[config.mk]
export PLATFORM = sky130hd
export DESIGN_NAME = spi_status_front
export DESIGN_NICKNAME = d
export VERILOG_FILES = /design/src/rtl/spi_status_front.sv
export SDC_FILE = /design/constraint.sdc
export NUM_CORES = 1
export LEC_CHECK = 0
export BUFFER_PORTS_ARGS = -buffer_cell sky130_fd_sc_hd__buf_2
export CELL_PAD_IN_SITES_DETAIL_PLACEMENT = 0
export CELL_PAD_IN_SITES_GLOBAL_PLACEMENT = 1
export CORE_MARGIN = 2
export CORE_UTILIZATION = 25
export CTS_CLUSTER_SIZE = 10
export DETAILED_ROUTE_END_ITERATION = 10
export GPL_TIMING_DRIVEN = 0
export PLACE_DENSITY_LB_ADDON = 0.1
export SETUP_SLACK_MARGIN = 0.4
export SLEW_MARGIN = 20
export SYNTH_ARGS = -nofsm -noshare
export SYNTH_HDL_FRONTEND = slang
export SYNTH_SLANG_ARGS = --single-unit
[constraint.sdc]
create_clock -name clk -period 1.65 [get_ports clk]
set_input_delay 0.0825 -clock clk [delete_from_list [all_inputs] [get_ports clk]]
set_output_delay 0.0825 -clock clk [all_outputs]
set_load 0.03 [all_outputs]
[src/rtl/spi_status_front.sv]
module spi_status_front #(
  parameter int WR_CYCLES = 1000
) (
  input  logic clk,
  input  logic rst_n,
  input  logic cs_n,
  input  logic sck,
  input  logic mosi,
  input  logic busy_in,
  output logic miso,
  output logic miso_oe,
  output logic wip
);
  localparam int TW = $clog2(WR_CYCLES + 1);
  localparam logic [7:0] OP_RDSR = 8'h05;
  localparam logic [7:0] OP_WREN = 8'h06;
  localparam logic [7:0] OP_WRDI = 8'h04;
  localparam logic [7:0] OP_WRSR = 8'h01;

  logic [2:0] sck_s, cs_s;
  logic [1:0] mosi_s;
  logic [2:0] bitc;
  logic [1:0] bytec;
  logic [7:0] sh_in, op, wr_data, sh_out;
  logic wel, wpen, bp1, bp0;
  logic [TW-1:0] timer;

  wire sck_rise = sck_s[1] & ~sck_s[2];
  wire sck_fall = ~sck_s[1] & sck_s[2];
  wire cs_act   = ~cs_s[1];
  wire cs_rise  = cs_s[1] & ~cs_s[2];
  wire [7:0] byte_in = {sh_in[6:0], mosi_s[1]};
  wire op_done  = cs_act & sck_rise & (bitc == 3'd7) & (bytec == 2'd0);
  wire tmr_on   = (timer != '0);
  wire [7:0] status = {wpen, 3'b000, bp1, bp0, wel, wip};
  wire wr_ok = cs_rise & (op == OP_WRSR) & (bytec == 2'd2) & (bitc == 3'd0) & wel;

  assign wip  = busy_in | tmr_on;
  assign miso = miso_oe & sh_out[7];

  always_ff @(posedge clk or negedge rst_n)
    if (!rst_n) begin
      sck_s <= '0; cs_s <= '1; mosi_s <= '0;
    end else begin
      sck_s <= {sck_s[1:0], sck};
      cs_s <= {cs_s[1:0], cs_n};
      mosi_s <= {mosi_s[0], mosi};
    end

  always_ff @(posedge clk or negedge rst_n)
    if (!rst_n) begin
      bitc <= '0; bytec <= '0; sh_in <= '0; op <= '0; wr_data <= '0;
    end else if (!cs_act) begin
      bitc <= '0; bytec <= '0; op <= '0;
    end else if (sck_rise) begin
      sh_in <= byte_in;
      bitc <= bitc + 3'd1;
      if (bitc == 3'd7) begin
        if (bytec != 2'd3) bytec <= bytec + 2'd1;
        if (bytec == 2'd0) op <= byte_in;
        if (bytec == 2'd1) wr_data <= byte_in;
      end
    end

  always_ff @(posedge clk or negedge rst_n)
    if (!rst_n) begin
      sh_out <= '0; miso_oe <= 1'b0;
    end else if (!cs_act) begin
      miso_oe <= 1'b0;
    end else if (sck_fall && op == OP_RDSR && bytec != 2'd0) begin
      miso_oe <= 1'b1;
      sh_out <= (bitc == 3'd0) ? status : {sh_out[6:0], 1'b0};
    end

  always_ff @(posedge clk or negedge rst_n)
    if (!rst_n) begin
      wel <= 1'b0; wpen <= 1'b0; bp1 <= 1'b0; bp0 <= 1'b0; timer <= '0;
    end else begin
      if (wr_ok) begin
        wpen <= wr_data[7]; bp1 <= wr_data[3]; bp0 <= wr_data[2];
        timer <= TW'(WR_CYCLES);
      end else if (tmr_on) begin
        timer <= timer - 1'b1;
      end
      if (op_done && byte_in == OP_WREN) wel <= 1'b1;
      else if (op_done && byte_in == OP_WRDI) wel <= 1'b0;
      else if (timer == TW'(1)) wel <= 1'b0;
    end


  prot_stable_chk: assert property (@(posedge clk) disable iff (!rst_n)
    !cs_rise |=> $stable({wpen, bp1, bp0}));

  wel_set_src_chk: assert property (@(posedge clk) disable iff (!rst_n)
    $rose(wel) |-> $past(sck_rise));

  wel_end_chk: assert property (@(posedge clk) disable iff (!rst_n)
    $fell(tmr_on) |-> !wel);

  oe_idle_chk: assert property (@(posedge clk) disable iff (!rst_n)
    (cs_s[1] && cs_s[2]) |=> !miso_oe);

  wip_busy_chk: assert property (@(posedge clk) disable iff (!rst_n)
    $rose(busy_in) |=> wip);
endmodule

* Yosys cells after proc, flatten, opt, wreduce, memory -nomap -nowiden *
Index checks and enable logic that the tools add are counted.

operators by class
  div/mod/pow operators = 0
  equality and inequality tests = 9
  mux-type cells = 18
  magnitude comparators = 0
  bitwise gates (word level) = 16
  $mul = 0
  reduce and logical (&&, ||, !) cells = 20
  shift operators = 0
  $add $sub $neg = 3

operators with widths
  kind                                                 count
  2-to-1 mux 8 bit                                     5
  == test 8 x 3 -> 1 bit (second input constant)       3
  2-to-1 mux 10 bit                                    2
  nonzero test 2 bit                                   7
  bitwise AND 1 bit                                    11
  == test 10 x 1 -> 1 bit (second input constant)      1
  nonzero test 10 bit                                  1
  subtractor 10 x 1 -> 10 bit (second input constant)  1
  == test 8 x 1 -> 1 bit (second input constant)       1
  2-to-1 mux 2 bit                                     4
  2-to-1 mux 3 bit                                     2
  AND reduction 3 bit                                  2
  2-to-1 mux 1 bit                                     5
  logical AND 1 bit                                    4
  inverter 1 bit                                       4
  AND reduction 2 bit                                  2
  AND reduction 4 bit                                  1
  adder 3 x 1 -> 3 bit (second input constant)         1
  == test 3 bit (second input constant)                1
  logical NOT 3 bit                                    1
  nonzero test 3 bit                                   1
  adder 2 x 1 -> 2 bit (second input constant)         1
  == test 2 x 1 -> 1 bit (second input constant)       1
  == test 2 bit (second input constant)                1
  other kinds (3)                                      3

storage, ports and cells
  latch bits = 0
  flip-flop bits (word level) = 59
  RAM bits = 0
  memories = 0
  output and inout port bits = 3
  word-level logic and storage cells = 81
  bits in read-only memories = 0

* Logic depth before layout (Yosys ltp) *
Gate-level depths: netlist of run 1.

  depth after elaboration = 8
  gate-level depth with buffers = 7
  depth with buffers taken out = 6

* Worst setup path after synthesis of run 1 *
Ideal clock, no wire load.

  path type = register -> register
  start point = reg timer[0]
  end point = reg sh_out[0]
  path buffers = 0
  stages on the path, launching flop included = 7
  slack = -214 ps
  data required time = 1529 ps
  library setup time = 121 ps
  arrival time = 1743 ps
  cells stage by stage = dfrtp_1 inv_1 ha_1 nor3b_1 nand3_1 or2_1 a22o_1

on the way
  cells in the longest elaborated chain, start to end = 3

RTL lines
  element                 line  RTL
  from (decl)             26    logic [TW-1:0] timer;
  from (signal assigned)  81    timer <= TW'(WR_CYCLES);
  from (signal assigned)  83    timer <= timer - 1'b1;
  nonzero test 10 bit     34    wire tmr_on = (timer != '0);
  bitwise OR 1 bit        38    assign wip = busy_in | tmr_on;
  named net wip           12    output logic wip
  2-to-1 mux 8 bit        72    sh_out <= (bitc == 3'd0) ? status : {sh_out[6:0], 1'b0};
  to (signal assigned)    72
  to (decl)               24    logic [7:0] sh_in, op, wr_data, sh_out;

The timed path passes the listed nets, and every way through them passes these cells.
A chain may end at the register's enable or synchronous reset.

* Worst setup path after layout of run 1 *
  start point = reg op[5]
  end point = reg sh_out[0]

on the way
  cells in the longest elaborated chain, start to end = 4

RTL lines
  element                          line  RTL
  from (decl)                      24
  from (signal assigned)           60    if (bytec == 2'd0) op <= byte_in;
  == test 8 x 3 -> 1 bit           70    end else if (sck_fall && op == OP_RDSR && bytec != 2'd0) begin
  logical AND 1 bit (2 in series)  70
  AND reduction 2 bit (no line)    --

Every way passes these cells.

==> impl_summary.txt, run 1 <==
----------------------------------------------------
[Routing]
  Wire length per cell ... 14.1 um
  Final routed wirelength across all metal layers ... 5590 um
  Routed vias/inst ... 4.31
  Antenna-violating nets left ... 0
  Residual DRC count ... 0
  Initial DRT Pass Iterations ... 4
  Overall via count from detail_route ... 1712
  Number of DRC markers in iteration 0 ... 34

[Setup path]
  FF-to-FF Start ... op[5]$_DFFE_PN0P_
  R2R setup slack ... -0.05 ns
  CP required ... 1.85 ns
  Reg2Reg Depth ... 5
  Arrival time reported for the critical path endpoint ... 1.90 ns
  Worst r2r dst ... sh_out[0]$_DFFE_PN0P_
  Capturing element type of the critical path ... flop
  WS Path Type ... reg2reg
  Crit path launch type ... flop
  Maximum fanout along the worst path ... 7

[Clocking]
  Maximum buffer depth of the clock tree ... 2
  Worst-skew pair later-pin latency ... 0.31 ns
  Clock tree from TritonCTS ... built
  Total clock buffers created by CTS ... 5
  Sinks on the clock net ... 54
  H-Tree Level Count ... 2
  Clock transition at path regs ... 0.10 ns
  Cell at the root of the clock tree ... sky130_fd_sc_hd__clkbuf_8

[STA]
  Aggregate negative setup slack ... -0.0931 ns
  Period utilization ... 1.03
  Fmax achieved ... 589 MHz
  Final-report setup violation count ... 3
  Crit path time final ... 1.70 ns
  Unrepaired setup endpoints after global routing ... true
  Endpoints failing hold ... 0
  Max transition margin ... 0.534
  Transition time at the pin with the least slew margin ... 0.698 ns
  Post-route setup slack ... -0.0484 ns
  Clock Skews ... 0.00619 ns
  Max Slew Vio Count ... 0

[Final layout]
  Signed area change from the synthesized netlist to the final layout ... 48.1%
  Commonest cells after routing, fill and taps aside ... sky130_fd_sc_hd__dfrtp_1, sky130_fd_sc_hd__buf_4, sky130_fd_sc_hd__mux2_4, sky130_fd_sc_hd__nor2_1
  Count of antenna diodes in the layout ... 0
  Share of post-route cells with drive strength above 1 ... 0.526
  Area of the multi-input gates ... 0.00144 mm2
  Fill cell count ... 940
  Combined flip-flop and latch cell area ... 0.00136 mm2
  Most common library cell in the layout ignoring fill and taps ... sky130_fd_sc_hd__dfrtp_1
  Post-layout nets ... 282

[Placement]
  Number of buffers added on ports ... 8
  Worst-case setup slack after placement ... -0.393 ns
  Post-DP HPWL ... 3340 um
  GPL Wtd Cong ... 0.695

[Yosys]
  Yosys Warn Count ... 0
  Synth area leaders ... sky130_fd_sc_hd__dfrtp_1, sky130_fd_sc_hd__mux2_2, sky130_fd_sc_hd__ha_1
  Share of Yosys cell area claimed by the top area cell type ... 0.529
  Sequential cell area fraction in the yosys report ... 0.561
  Count of flip-flops with a built-in enable after synthesis ... 0
  Cell type with the largest total area after synthesis ... sky130_fd_sc_hd__dfrtp_1
  Net count after synthesis ... 230
  Area of the mapped netlist ... 0.00241 mm2
  Main flop type after synthesis ... sky130_fd_sc_hd__dfrtp_1
  Count of unique library cells instantiated by Yosys ... 42
  Post-synthesis cell count ... 215
  Synthesized area per cell ... 11.2 um2
  Synth Register Bits ... 54
  Async set or reset register ratio after synthesis ... 1.00

[Die]
  Die boundary height ... 102 um
  Die Footprint ... 0.0105 mm2
  Std-Cell Core Area ... 0.00928 mm2
  Horiz. Die Dim ... 102 um
  Starting Density ... 0.260
  Top-level port count ... 9
  Standard-cell row count ... 35

[Global route]
  Vias in the first global route ... 1716
  Overflow after GRT ... 0
  Antenna violations before repair ... 0
  Wire length of the first global-routing pass ... 9570 um
  GRT Resource Usage Total ... 0.121
  Pin count of the biggest net entering global routing ... 55

[Power and ir drop]
  Peak supply drop ... 474 uV
  Seq pwr share ... 0.543
  Portion of total power attributed to the clock network ... 0.301
  Power density over the cells ... 835 mW/mm2
  Net switching share of the total power ... 0.267
  Switch Pwr ... 0.796 mW
  Internal Pwr Total ... 2.19 mW
  Part of the total power dissipated in combinational logic ... 0.156
  Final Power ... 2.99 mW
  Leakage power summed over all cells ... 1.62 nW

[Run status]
  Violated checks ... setup timing
  Run status ... finished, violations left

[Worst hold path]
  Worst min-delay path category ... in2reg
  Hold path depth ... 4
  Startpoint of the worst hold path ... busy_in
  Hold Crit Endpoint ... sh_out[0]$_DFFE_PN0P_

[Job]
  Max_cap viols ... 0

----------------------------------------------------
[worst max-delay path, stage by stage (launching register included)]
cell and delay, ns:
sky130_fd_sc_hd__dfrtp_1 0.42, sky130_fd_sc_hd__nor4_4 0.36, sky130_fd_sc_hd__buf_4 0.16, sky130_fd_sc_hd__nand4b_1 0.22, sky130_fd_sc_hd__buf_6 0.23, sky130_fd_sc_hd__a22o_1 0.20
[cells in the mapped netlist, drive strengths merged, types with 4 or more instances]
library cell  count
dfrtp            51
clkbuf            5
nand2b           11
mux2i             5
o21ai            17
nand2            25
a21oi             5
xnor2             4
mux2             14
ha                9
nand3             6
nor2             15
inv               9
[through the flow]
step / area [um2] / hold slack [ns] / util / std cells
6_report: 3570 / 0.194 / 0.385 / 397
3_5_place_dp: 2830 / 0.192 / 0.305 / 352
5_1_grt: 3570 / 0.204 / 0.385 / 397
3_3_place_gp: 2830 / 0.189 / 0.304 / 352
2_1_floorplan: 2630 / -0.213 / - / 215
4_1_cts: 3330 / 0.0996 / 0.358 / 388
[power by group through the flow]
stage,clock network [mW],registers [mW],logic [mW]
6_report,0.899,1.62,0.465
2_1_floorplan,0,1.56,0.252
3_3_place_gp,0,1.62,0.322
5_1_grt,0.999,1.64,0.512
4_1_cts,0.939,1.62,0.418
3_5_place_dp,0,1.62,0.323
[kinds of logic (layout without fill, tap and decap cells)]
| logic type | after synthesis | count (layout) | share of synthesized area |
|---|---|---|---|
| XOR/XNOR | 4 | 4 | 0.0145 |
| flip-flops | 54 | 54 | 0.561 |
| multiplexers | 19 | 19 | 0.0861 |
| buffers and inverters | 16 | 69 | 0.0254 |
| AND/OR/NAND/NOR | 81 | 81 | 0.188 |
| AO/OA/AOI/OAI | 32 | 32 | 0.0783 |
| adder cells (fa/ha/maj) | 9 | 9 | 0.0467 |
[routing by layer]
metal / up-vias / GRT usage / wire length [um]
met5: - / 0 / 0
met4: 0 / 0.0338 / 65
met3: 8 / 0.0226 / 100
met2: 12 / 0.186 / 2620
met1: 842 / 0.173 / 2810
li1: 850 / - / -
[registers in the layout (all words and copies together) (netlist names)]
register,flops
sh_out,8
miso_oe,1
op,8
bp1,1
mosi_s,2
wel,1
bitc,3
cs_s,3
bytec,2
timer,10
wpen,1
sh_in,7
wr_data,3
bp0,1
sck_s,3
[final cells by class]
type,count,share of cell area
Clock inverter,1,0.00840
Multi-Input combinational cell,145,0.402
Timing Repair Buffer,45,0.109
Buffer,7,0.0252
Sequential cell,54,0.380
Tap cell,129,0.0452
Inverter,9,0.00945
Clock buffer,7,0.0214
[worst max path at each step]
stage	from	endpoint
final	op[5]$_DFFE_PN0P_	sh_out[0]$_DFFE_PN0P_
after global routing	timer[1]$_DFFE_PN0P_	wip
after CTS	op[6]$_DFFE_PN0P_	wpen$_DFFE_PN0P_
after detailed placement	op[5]$_DFFE_PN0P_	wpen$_DFFE_PN0P_
after global placement	op[5]$_DFFE_PN0P_	wpen$_DFFE_PN0P_
after floorplan	op[5]$_DFFE_PN0P_	bp0$_DFFE_PN0P_
[what timing repair did]
| action | 4_1_cts | 5_1_grt |
|---|---|---|
| cloned | 1 | 1 |
| gates resized for setup | 43 | 50 |
| hold endpoints to repair | 54 | 0 |
| buffers inserted | 23 | 8 |
| hold buffers | 4 | 0 |
| endpoints found under the setup margin | 47 | 44 |
| pin swaps | 17 | 19 |
(Power assumes the default switching activity.)
==> run 2, diff against run 1 <==
- REMOVE_ABC_BUFFERS: not set -> 1
- SETUP_SLACK_MARGIN: 0.4 -> 0.1
==> run 2 against run 1 <==
The flow still finishes with violations (setup timing). Cell count shrank 5.0%. Via count shrank 5.3%. Die area is the same. First-iteration DRC count shrank 2.9%. Worst setup slack lost 0.057 ns. Critical path depth grew 1. Fmax shrank 3.2%. Worst hold slack gained 0.015 ns. Count of clock-buffer cells in the layout is the same. Final area shrank 12%. Global-route usage shrank 1.2 points. Sequential power is essentially flat. Largest power group unchanged. Highest routed layer unchanged.
==> impl_summary.txt, run 2 (synthesis gave the netlist of run 1 again) <==
----------------------------------------------------
[Run status]
  Run status ... finished, violations left
  Violated checks ... setup timing

[Clocking]
  Sinks on the clock net ... 54
  H-Tree Level Count ... 2
  Total clock buffers created by CTS ... 5
  Clock transition at path regs ... 0.11 ns
  Cell at the root of the clock tree ... sky130_fd_sc_hd__clkbuf_8
  Clock tree from TritonCTS ... built
  Maximum buffer depth of the clock tree ... 2
  Worst-skew pair later-pin latency ... 0.31 ns

[Routing]
  Final routed wirelength across all metal layers ... 5030 um
  Wire length per cell ... 13.3 um
  Number of DRC markers in iteration 0 ... 33
  Routed vias/inst ... 4.30
  Residual DRC count ... 0
  Antenna-violating nets left ... 0
  Overall via count from detail_route ... 1621
  Initial DRT Pass Iterations ... 4

[Setup path]
  Maximum fanout along the worst path ... 5
  Reg2Reg Depth ... 6
  FF-to-FF Start ... timer[1]$_DFFE_PN0P_
  CP required ... 1.57 ns
  Timing endpoint of the critical path ... wip
  Worst r2r dst ... timer[6]$_DFFE_PN0P_
  Crit path launch type ... flop
  Start point of the critical path ... timer[1]$_DFFE_PN0P_
  R2R setup slack ... -0.09 ns
  WS Path Type ... reg2out
  Arrival time reported for the critical path endpoint ... 1.67 ns
  Capturing element type of the critical path ... output pin

[Placement]
  Number of buffers added on ports ... 8
  GPL Wtd Cong ... 0.687
  Inst Count DP ... 345
  Cell Area, Placed ... 0.00260 mm2
  Post-DP HPWL ... 3030 um

[Power and ir drop]
  Seq pwr share ... 0.561
  Peak supply drop ... 407 uV
  Portion of total power attributed to the clock network ... 0.328
  Leakage power summed over all cells ... 1.43 nW
  Part of the total power dissipated in combinational logic ... 0.111
  Switch Pwr ... 0.730 mW
  Net switching share of the total power ... 0.256
  Internal Pwr Total ... 2.12 mW
  Power density over the cells ... 907 mW/mm2

[Final layout]
  Most common library cell in the layout ignoring fill and taps ... sky130_fd_sc_hd__dfrtp_1
  Commonest cells after routing, fill and taps aside ... sky130_fd_sc_hd__dfrtp_1, sky130_fd_sc_hd__nand2_1, sky130_fd_sc_hd__buf_4, sky130_fd_sc_hd__o21ai_0, sky130_fd_sc_hd__nor2_1
  Fill cell count ... 976
  Register with the most flip-flops ... timer
  Fin util ... 0.338
  Biggest regs ... timer (10), op (8), sh_out (8)
  Signed area change from the synthesized netlist to the final layout ... 30.2%
  Count of placed standard cells in the final layout, fillers left out ... 377
  Count of antenna diodes in the layout ... 0
  Share of post-route cells with drive strength above 1 ... 0.359
  Final non-filler cell area ... 0.00314 mm2
  Largest register FFs ... 10
  Post-layout nets ... 262

[STA]
  Final hold slack ... 0.209 ns
  Transition time at the pin with the least slew margin ... 0.703 ns
  Endpoints failing hold ... 0
  Max transition margin ... 0.531
  Max Slew Vio Count ... 0
  Final-report setup violation count ... 2
  Unrepaired setup endpoints after global routing ... true
  Post-route setup slack ... -0.105 ns
  Clock Skews ... 0.0125 ns
  Period utilization ... 1.06
  Fmax achieved ... 570 MHz
  Crit path time final ... 1.76 ns

[Global route]
  Wire length of the first global-routing pass ... 8870 um
  Pin count of the biggest net entering global routing ... 55
  Antenna violations before repair ... 0
  GRT Resource Usage Total ... 0.109
  Vias in the first global route ... 1722
  Overflow after GRT ... 0

[Die]
  Die Footprint ... 0.0105 mm2
  Starting Density ... 0.260
  Horiz. Die Dim ... 102 um
  Die boundary height ... 102 um
  Std-Cell Core Area ... 0.00928 mm2
  Top-level port count ... 9
  Standard-cell row count ... 35

[Worst hold path]
  Startpoint of the worst hold path ... busy_in
  Worst min-delay path category ... in2reg

[Job]
  Max_cap viols ... 0

----------------------------------------------------
[run 2: repair_timing]
action / CTS / global route
pin swaps: 6 / 11
resized for setup: 37 / 19
endpoints found under the setup margin: 44 / 29
hold buffers: 4 / 0
setup buffers: 12 / 8
hold endpoints to repair: 54 / 0
[run 2: through the flow]
| step | power [mW] | TNS (ns) | worst slack (ns) |
|---|---|---|---|
| CTS | 2.87 | -0.514 | -0.0979 |
| floorplan | 1.73 | -0.898 | -0.215 |
| global placement | 1.86 | -12.86 | -0.540 |
| finish | 2.85 | -0.190 | -0.105 |
| global route | 3.01 | -0.908 | -0.200 |
| detailed placement | 1.86 | -9.77 | -0.532 |
[run 2: metal layers]
metal | wire length [um] | track usage | vias up | part of all wire
li1 | - | - | 810 | -
met1 | 2520 | 0.152 | 797 | 0.50
met2 | 2370 | 0.172 | 12 | 0.47
met3 | 97 | 0.0226 | 2 | 0.019
met4 | 31 | 0.0277 | 0 | 0.0062
met5 | 0 | 0 | - | 0
[run 2: worst min path at each step]
stage,slack (ns),depth (start not counted),end
2_1_floorplan,-0.21,0,bitc[0]$_DFFE_PN0P_
3_3_place_gp,0.19,1,cs_s[0]$_DFF_PN1_
3_5_place_dp,0.19,1,timer[8]$_DFFE_PN0P_
4_1_cts,0.12,3,sh_out[0]$_DFFE_PN0P_
5_1_grt,0.25,4,sh_out[0]$_DFFE_PN0P_
6_report,0.21,4,sh_out[0]$_DFFE_PN0P_
[run 2: cell type report]
cell class / count / area (um2) / area share
Clock buffer: 7 / 86.3 / 0.0275
Timing Repair Buffer: 32 / 243 / 0.0773
Multi-Input combinational cell: 145 / 1230 / 0.391
Clock inverter: 1 / 30.0 / 0.00956
Inverter: 9 / 33.8 / 0.0108
Sequential cell: 54 / 1360 / 0.433
Tap cell: 129 / 161 / 0.0514
[run 2: power groups by stage]
stage	sequential (mW)	combinational [mW]	clock, mW
final	1.60	0.316	0.935
after global routing	1.62	0.361	1.03
after CTS	1.60	0.294	0.977
after detailed placement	1.61	0.249	0
after global placement	1.61	0.246	0
after floorplan	1.55	0.179	0
[run 2: worst max-delay path, cell delays in order (launching register included)]
cell	delay (ns)
sky130_fd_sc_hd__dfrtp_1	0.42
sky130_fd_sc_hd__inv_2	0.08
sky130_fd_sc_hd__ha_4	0.15
sky130_fd_sc_hd__nor3b_4	0.20
sky130_fd_sc_hd__nand3_2	0.10
sky130_fd_sc_hd__or2_1	0.26
sky130_fd_sc_hd__buf_6	0.15
